<file path="config.mk">
export PLATFORM = sky130hd
export DESIGN_NAME = pcm_rx
export DESIGN_NICKNAME = d
export VERILOG_FILES = /design/src/rtl/pcm_rx_pkg.sv /design/src/rtl/pcm_rx_sync.sv /design/src/rtl/pcm_rx_edge.sv /design/src/rtl/pcm_rx_clkmon.sv /design/src/rtl/pcm_rx_deser.sv /design/src/rtl/pcm_rx.sv
export SDC_FILE = /design/constraint.sdc
export NUM_CORES = 1
export LEC_CHECK = 0
export BUFFER_PORTS_ARGS = -buffer_cell sky130_fd_sc_hd__buf_4
export CORE_AREA = 3 3 80 82
export DETAILED_ROUTE_END_ITERATION = 7
export DIE_AREA = 0 0 83 85
export PLACE_DENSITY = 0.43
export SLEW_MARGIN = 15
export SYNTH_ARGS = -nofsm -noshare
export SYNTH_HDL_FRONTEND = slang
export SYNTH_SLANG_ARGS = --single-unit
</file>
<file path="constraint.sdc">
create_clock -name clk -period 2.2 [get_ports clk]
set_clock_uncertainty 0.2 [all_clocks]
set_input_delay 0.11 -clock clk [delete_from_list [all_inputs] [get_ports clk]]
set_output_delay 0.11 -clock clk [all_outputs]
set_load 0.05 [all_outputs]
</file>
<file path="src/rtl/pcm_rx_pkg.sv">
// Shared definitions for the serial PCM receiver.
// Assumes: one sample width for the whole block.
package pcm_rx_pkg;
    localparam int SAMPLE_W = 8;

    // Per-cycle link events seen in the system clock domain.
    typedef struct packed {
        logic bclk_fall;   // falling edge of the bit clock
        logic bclk_any;    // any transition of the bit clock
        logic sync_rise;   // rising edge of the frame sync
        logic data;        // data bit aligned with the bit clock
    } link_evt_t;
endpackage

</file>
<file path="src/rtl/pcm_rx_sync.sv">
// Multi-stage synchronizer for a bundle of asynchronous single-bit inputs.
// Assumes: the bits are independent, and each one holds a level for longer
// than STAGES system clocks.
module pcm_rx_sync #(
    parameter int WIDTH  = 3,
    parameter int STAGES = 2
) (
    input  logic             clk,
    input  logic             rst_n,
    input  logic [WIDTH-1:0] d_i,
    output logic [WIDTH-1:0] q_o
);
    logic [WIDTH-1:0] stg [STAGES];

    // First stage samples the raw asynchronous inputs.
    always_ff @(posedge clk) begin
        if (!rst_n) stg[0] <= '0;
        else        stg[0] <= d_i;
    end

    generate
        for (genvar s = 1; s < STAGES; s++) begin : g_stage
            // Each later stage resamples the previous one.
            always_ff @(posedge clk) begin
                if (!rst_n) stg[s] <= '0;
                else        stg[s] <= stg[s-1];
            end
        end
    endgenerate

    assign q_o = stg[STAGES-1];
endmodule

</file>
<file path="src/rtl/pcm_rx_edge.sv">
// Turns synchronized link levels into per-cycle edge events.
// Assumes: the inputs are already in the clk domain.
module pcm_rx_edge
    import pcm_rx_pkg::*;
(
    input  logic      clk,
    input  logic      rst_n,
    input  logic      bclk_s,
    input  logic      sync_s,
    input  logic      data_s,
    output link_evt_t evt_o
);
    logic bclk_q;
    logic sync_q;

    // Hold the previous level of the bit clock and the frame sync.
    always_ff @(posedge clk) begin
        if (!rst_n) begin
            bclk_q <= 1'b0;
            sync_q <= 1'b0;
        end else begin
            bclk_q <= bclk_s;
            sync_q <= sync_s;
        end
    end

    // Compare the current and previous levels to form the events.
    always_comb begin
        evt_o.bclk_fall = bclk_q & ~bclk_s;
        evt_o.bclk_any  = bclk_q ^ bclk_s;
        evt_o.sync_rise = sync_s & ~sync_q;
        evt_o.data      = data_s;
    end
endmodule

</file>
<file path="src/rtl/pcm_rx_clkmon.sv">
// Bit clock activity monitor in the system clock domain.
// Counts clk cycles without a bit clock transition. It raises the stop flag
// at STOP_CYCLES and drops it on the next transition.
// Assumes: STOP_CYCLES is longer than any bit clock phase in use.
module pcm_rx_clkmon #(
    parameter int STOP_CYCLES = 1600
) (
    input  logic clk,
    input  logic rst_n,
    input  logic bclk_any_i,
    output logic stop_o,      // registered power-save flag
    output logic halted_o     // flag, already cleared by a transition this cycle
);
    localparam int CNT_W = $clog2(STOP_CYCLES + 1);
    localparam logic [CNT_W-1:0] LIMIT = CNT_W'(STOP_CYCLES);

    logic [CNT_W-1:0] idle_cnt;

    // Idle counter saturates at LIMIT; any transition restarts it.
    always_ff @(posedge clk) begin
        if (!rst_n) begin
            idle_cnt <= '0;
            stop_o   <= 1'b0;
        end else if (bclk_any_i) begin
            idle_cnt <= '0;
            stop_o   <= 1'b0;
        end else if (idle_cnt == LIMIT) begin
            stop_o   <= 1'b1;
        end else begin
            idle_cnt <= idle_cnt + 1'b1;
        end
    end

    // Lets a transition in this cycle release the receiver at once.
    assign halted_o = stop_o & ~bclk_any_i;
endmodule

</file>
<file path="src/rtl/pcm_rx_deser.sv">
// Sync-framed deserializer. A frame sync rising edge arms it. It shifts one
// bit per bit clock falling edge, MSB first, and loads the output on the
// last bit with a one-cycle strobe.
// Assumes: a falling edge in the same cycle as the sync edge is the MSB.
module pcm_rx_deser
    import pcm_rx_pkg::*;
#(
    parameter int W = SAMPLE_W
) (
    input  logic         clk,
    input  logic         rst_n,
    input  link_evt_t    evt_i,
    input  logic         halted_i,
    output logic [W-1:0] sample_o,
    output logic         vld_o
);
    localparam int CNT_W = $clog2(W);
    localparam logic [CNT_W-1:0] LAST = CNT_W'(W - 1);

    logic [W-2:0]     shreg;
    logic [CNT_W-1:0] bit_cnt;
    logic             armed;

    // Framing, shifting and output load.
    always_ff @(posedge clk) begin
        if (!rst_n) begin
            shreg    <= '0;
            bit_cnt  <= '0;
            armed    <= 1'b0;
            sample_o <= '0;
            vld_o    <= 1'b0;
        end else begin
            vld_o <= 1'b0;
            if (halted_i) begin
                shreg   <= '0;
                bit_cnt <= '0;
                armed   <= 1'b0;
            end else if (evt_i.sync_rise) begin
                armed <= 1'b1;
                if (evt_i.bclk_fall) begin
                    shreg   <= {{(W-2){1'b0}}, evt_i.data};
                    bit_cnt <= CNT_W'(1);
                end else begin
                    shreg   <= '0;
                    bit_cnt <= '0;
                end
            end else if (armed && evt_i.bclk_fall) begin
                if (bit_cnt == LAST) begin
                    sample_o <= {shreg, evt_i.data};
                    vld_o    <= 1'b1;
                    armed    <= 1'b0;
                    bit_cnt  <= '0;
                end else begin
                    shreg   <= {shreg[W-3:0], evt_i.data};
                    bit_cnt <= bit_cnt + 1'b1;
                end
            end
        end
    end
endmodule

</file>
<file path="src/rtl/pcm_rx.sv">
// Serial PCM receiver top. It synchronizes the link, detects edges, frames
// and deserializes samples, and flags a stopped bit clock.
// Assumes: clk is much faster than the bit clock (each phase >= 3 clk).
module pcm_rx
    import pcm_rx_pkg::*;
#(
    parameter int W           = SAMPLE_W,
    parameter int SYNC_STAGES = 2,
    parameter int STOP_CYCLES = 1600
) (
    input  logic         clk,
    input  logic         rst_n,
    input  logic         bit_clk_i,
    input  logic         frame_sync_i,
    input  logic         ser_data_i,
    output logic [W-1:0] sample_o,
    output logic         sample_vld_o,
    output logic         pwr_save_o
);
    logic [2:0] raw_lvl;
    logic [2:0] syn_lvl;
    link_evt_t  evt;
    logic       halted;

    assign raw_lvl = {bit_clk_i, frame_sync_i, ser_data_i};

    pcm_rx_sync #(.WIDTH(3), .STAGES(SYNC_STAGES)) u_sync (
        .clk   (clk),
        .rst_n (rst_n),
        .d_i   (raw_lvl),
        .q_o   (syn_lvl)
    );

    pcm_rx_edge u_edge (
        .clk    (clk),
        .rst_n  (rst_n),
        .bclk_s (syn_lvl[2]),
        .sync_s (syn_lvl[1]),
        .data_s (syn_lvl[0]),
        .evt_o  (evt)
    );

    pcm_rx_clkmon #(.STOP_CYCLES(STOP_CYCLES)) u_mon (
        .clk        (clk),
        .rst_n      (rst_n),
        .bclk_any_i (evt.bclk_any),
        .stop_o     (pwr_save_o),
        .halted_o   (halted)
    );

    pcm_rx_deser #(.W(W)) u_deser (
        .clk      (clk),
        .rst_n    (rst_n),
        .evt_i    (evt),
        .halted_i (halted),
        .sample_o (sample_o),
        .vld_o    (sample_vld_o)
    );
endmodule

</file>
==> run_results.csv <==
group,metric,value,unit
status,run_status,"completed",
layout,area_growth,24.1,%
grt,vias_in_the_first_global_route,1269,
critical_path,critPathArrivalTime,1.79,ns
clocking,clk_path_buf_depth,2,
floorplanning,fp.dieH,85,um
clocking,cts_root_buf,"clkbuf_8",
yosys,synth-seq-area-share,47.9,%
pwr,ir_drop,0.299,mV
critical_path,critical_path_required_time,2.18,ns
sta,rsz0062_at_grt,"no",
floorplanning,coreArea,0.00582,mm2
grt,globalRouteOverflowTotal,0,
critical_path,reg2reg_to,"u_mon.idle_cnt[1]",
clocking,post_cts.resized_instances,0,
placed_design,placement.setup.worst_slack,0.386,ns
clocking,clk_transition_reported_paths,0.08,ns
critical_path,timing.critical_path.from,"u_mon.idle_cnt[0]",
detailed_routing,wl_per_cell,12.2,um
grt,grt_start_max_net_pins,28,
critical_path,worstSetupPathType,"flop to flop",
min_path,min_delay_worst_endpoint,"u_sync.stg[1][0]",
yosys,post_synth_num_cell_types,36,
critical_path,r2r_cells,5,
detailed_routing,routed_wl,3380,um
layout,postLayoutCoreUtil,35.7,%
critical_path,timing.critical_path.from_type,"flop",
critical_path,worst-r2r-setup-slack,0.39,ns
yosys,yosys_synthesis_warning_count,0,
yosys,syn-mean-instance-area,9.34,um2
sta,slew_headroom,56.4,%
min_path,timing.hold.worst.start,"u_sync.stg[0][0]",
grt,wire_length_of_the_first_global_routing_pass,5810,um
placed_design,routability_congestion,0.769,
placed_design,post-dp-hpwl,2430,um
sta,setup_viol_count_final,0,
critical_path,critical_path.reg2reg.startpoint,"u_mon.idle_cnt[0]",
floorplanning,std_cell_rows,28,
detailed_routing,drt_drc_violations_left,0,
pwr,leakage,0.798,nW
yosys,ys_dominant_reg_cell,"dfxtp_1",
grt,global_route.usage.total,10.1,%
floorplanning,ios,15,
clocking,clk-insertion-delay-late,0.29,ns
min_path,holdPathStages,1,
yosys,synth-edff-count,0,
detailed_routing,drt.antenna.violating_nets,0,
detailed_routing,drt-vias-per-instance,4.64,
sta,achievable_freq,552,MHz
yosys,post_synth_instance_area,0.00167,mm2
run,drv_cap,0,
clocking,cts_setup_buffers,0,
floorplanning,dieArea,0.00706,mm2
layout,num-nets-final,213,
clocking,tritoncts,"yes",
min_path,worstHoldPathType,"flop to flop",
sta,setup_slack,0.389,ns
sta,finalSetupTns,0,ns
sta,worstMarginPinSlew,0.645,ns
clocking,h_tree_level_count,2,
sta,report.final.hold_viol_count,0,
clocking,cts.sinks,40,
layout,num_antenna_cells,0,
detailed_routing,detailedRoute.firstPassIterationCount,4,
yosys,ys_ff_latch,40,
detailed_routing,vias,1290,
layout,post_route_cells_drive_above_1_share,15.8,%
critical_path,worstPathMaxFanout,6,
pwr,power_density,789,mW/mm2
floorplanning,die_x,83,um
yosys,ys_async_sr_fraction,0,%
sta,period_share,82.3,%
grt,antenna_found_initial,0,
clocking,numCtsBuffers,5,
yosys,post_synth_inst_count,179,
yosys,synthesis.nets,190,
critical_path,crit_path_end_kind,"flop",
floorplanning,initial_core_util,28.7,%
sta,period_minus_slack,1.81,ns
detailed_routing,drt_first_iter_violations,82,
placed_design,io_buffers,14,
sta,final-max-slew-violation-count,0,
[how the worst max path moves through the flow]
| stage | end | slack [ns] | cells after the start |
|---|---|---|---|
| after floorplan | u_deser.shreg[0] | 0.46 | 6 |
| after global placement | u_deser.sample_o[1] | 0.47 | 6 |
| after detailed placement | u_deser.sample_o[1] | 0.39 | 6 |
| after CTS | u_deser.sample_o[1] | 0.37 | 6 |
| after global routing | u_deser.sample_o[5] | 0.21 | 6 |
| final | u_mon.idle_cnt[1] | 0.39 | 5 |
[worst max-delay path, cell delays in order, from the launching register on]
cell     delay [ns]
dfxtp_1        0.37
inv_1          0.10
ha_1           0.16
or4bb_1        0.47
o31ai_1        0.30
a21oi_1        0.10
[metrics by stage]
stage / cells / hold slack (ns) / area (um2) / power [mW]
5_1_grt: 278 / 0.269 / 2070 / 1.69
3_3_place_gp: 266 / 0.118 / 1880 / 0.817
2_1_floorplan: 179 / 0.0373 / 1670 / 0.799
3_5_place_dp: 266 / 0.121 / 1880 / 0.821
4_1_cts: 278 / 0.239 / 2070 / 1.66
6_report: 278 / 0.236 / 2070 / 1.64
[kinds of logic (layout without fill, tap and decap cells)]
family | Yosys count | in the layout | share of synthesized area (%)
adder cells (fa/ha/maj) | 6 | 6 | 4.49
AO/OA/AOI/OAI | 24 | 24 | 8.31
AND/OR/NAND/NOR | 81 | 81 | 26.6
buffers and inverters | 11 | 35 | 2.62
flip-flops | 40 | 40 | 47.9
XOR/XNOR | 2 | 2 | 1.05
multiplexers | 15 | 15 | 9.06
[synth_stat cells (3+ instances only)]
library cell  number  share of area (%)
inv_1              5                1.1
nor2_1            11                2.5
nand2_1           27                6.1
or3_2              3                1.3
o21ai_0            7                2.1
nand3_1            9                2.7
dfxtp_1           40                 48
a21oi_1            8                2.4
ha_1               6                4.5
and2_1             8                3.0
mux2i_1           14                8.4
clkbuf_1           4               0.90
o31ai_1            3                1.3
[report_power, final]
group | leakage (nW) | switching (mW) | internal, mW
logic | 0.395 | 0.0333 | 0.0281
clock network | 0.0784 | 0.260 | 0.567
registers | 0.324 | 0.0124 | 0.735
total | 0.798 | 0.306 | 1.33
[metal layers]
metal / vias up / global-route usage, % / wire length (um)
met5: - / 0 / 0
met4: 0 / 5.35 / 39
met3: 4 / 2.52 / 93
met2: 14 / 15.0 / 1540
met1: 601 / 13.5 / 1710
li1: 671 / - / -
[area by class of cell]
type	count	area, um2
multi-input combinational	128	827
clock buffer	5	68.8
inverter	5	18.8
sequential	40	801
fill	620	3740
clock inverter	3	90.1
tap	75	93.8
timing repair buffer	22	175
[cell usage in the layout (no fill, tap or decap), types with 2 or more instances in the layout]
| cell type | n |
|---|---|
| o31ai_1 | 3 |
| nor3_1 | 2 |
| a31oi_1 | 2 |
| nor2b_1 | 2 |
| mux2i_1 | 14 |
| and2_1 | 8 |
| dfxtp_1 | 40 |
| dlygate4sd3_1 | 4 |
| ha_1 | 6 |
| clkbuf_8 | 5 |
| buf_4 | 18 |
| o21ai_0 | 7 |
| a211oi_1 | 2 |
| xor2_1 | 2 |
| or3_1 | 2 |
| or3_2 | 3 |
| nand2b_1 | 2 |
| nand4_1 | 2 |
| nor2_1 | 11 |
| or4_1 | 2 |
| nand3_1 | 9 |
| bufinv_16 | 3 |
| inv_1 | 5 |
| a21oi_1 | 8 |
| nand2_1 | 27 |
| nor3b_1 | 2 |
[flip-flops by register name, summed over array words and instances, names as in the netlist]
| register | flops |
|---|---|
| u_deser.armed | 1 |
| u_deser.bit_cnt | 3 |
| u_deser.sample_o | 8 |
| u_deser.shreg | 7 |
| u_deser.vld_o | 1 |
| u_edge.bclk_q | 1 |
| u_edge.sync_q | 1 |
| u_mon.idle_cnt | 11 |
| u_mon.stop_o | 1 |
| u_sync.stg | 6 |
[what timing repair did]
item                       in CTS  in global routing
setup endpoints to repair       0                  0
hold endpoints to repair        7                  0
hold buffers                    4                  0
Note: power is estimated with default switching activity, not from simulation.
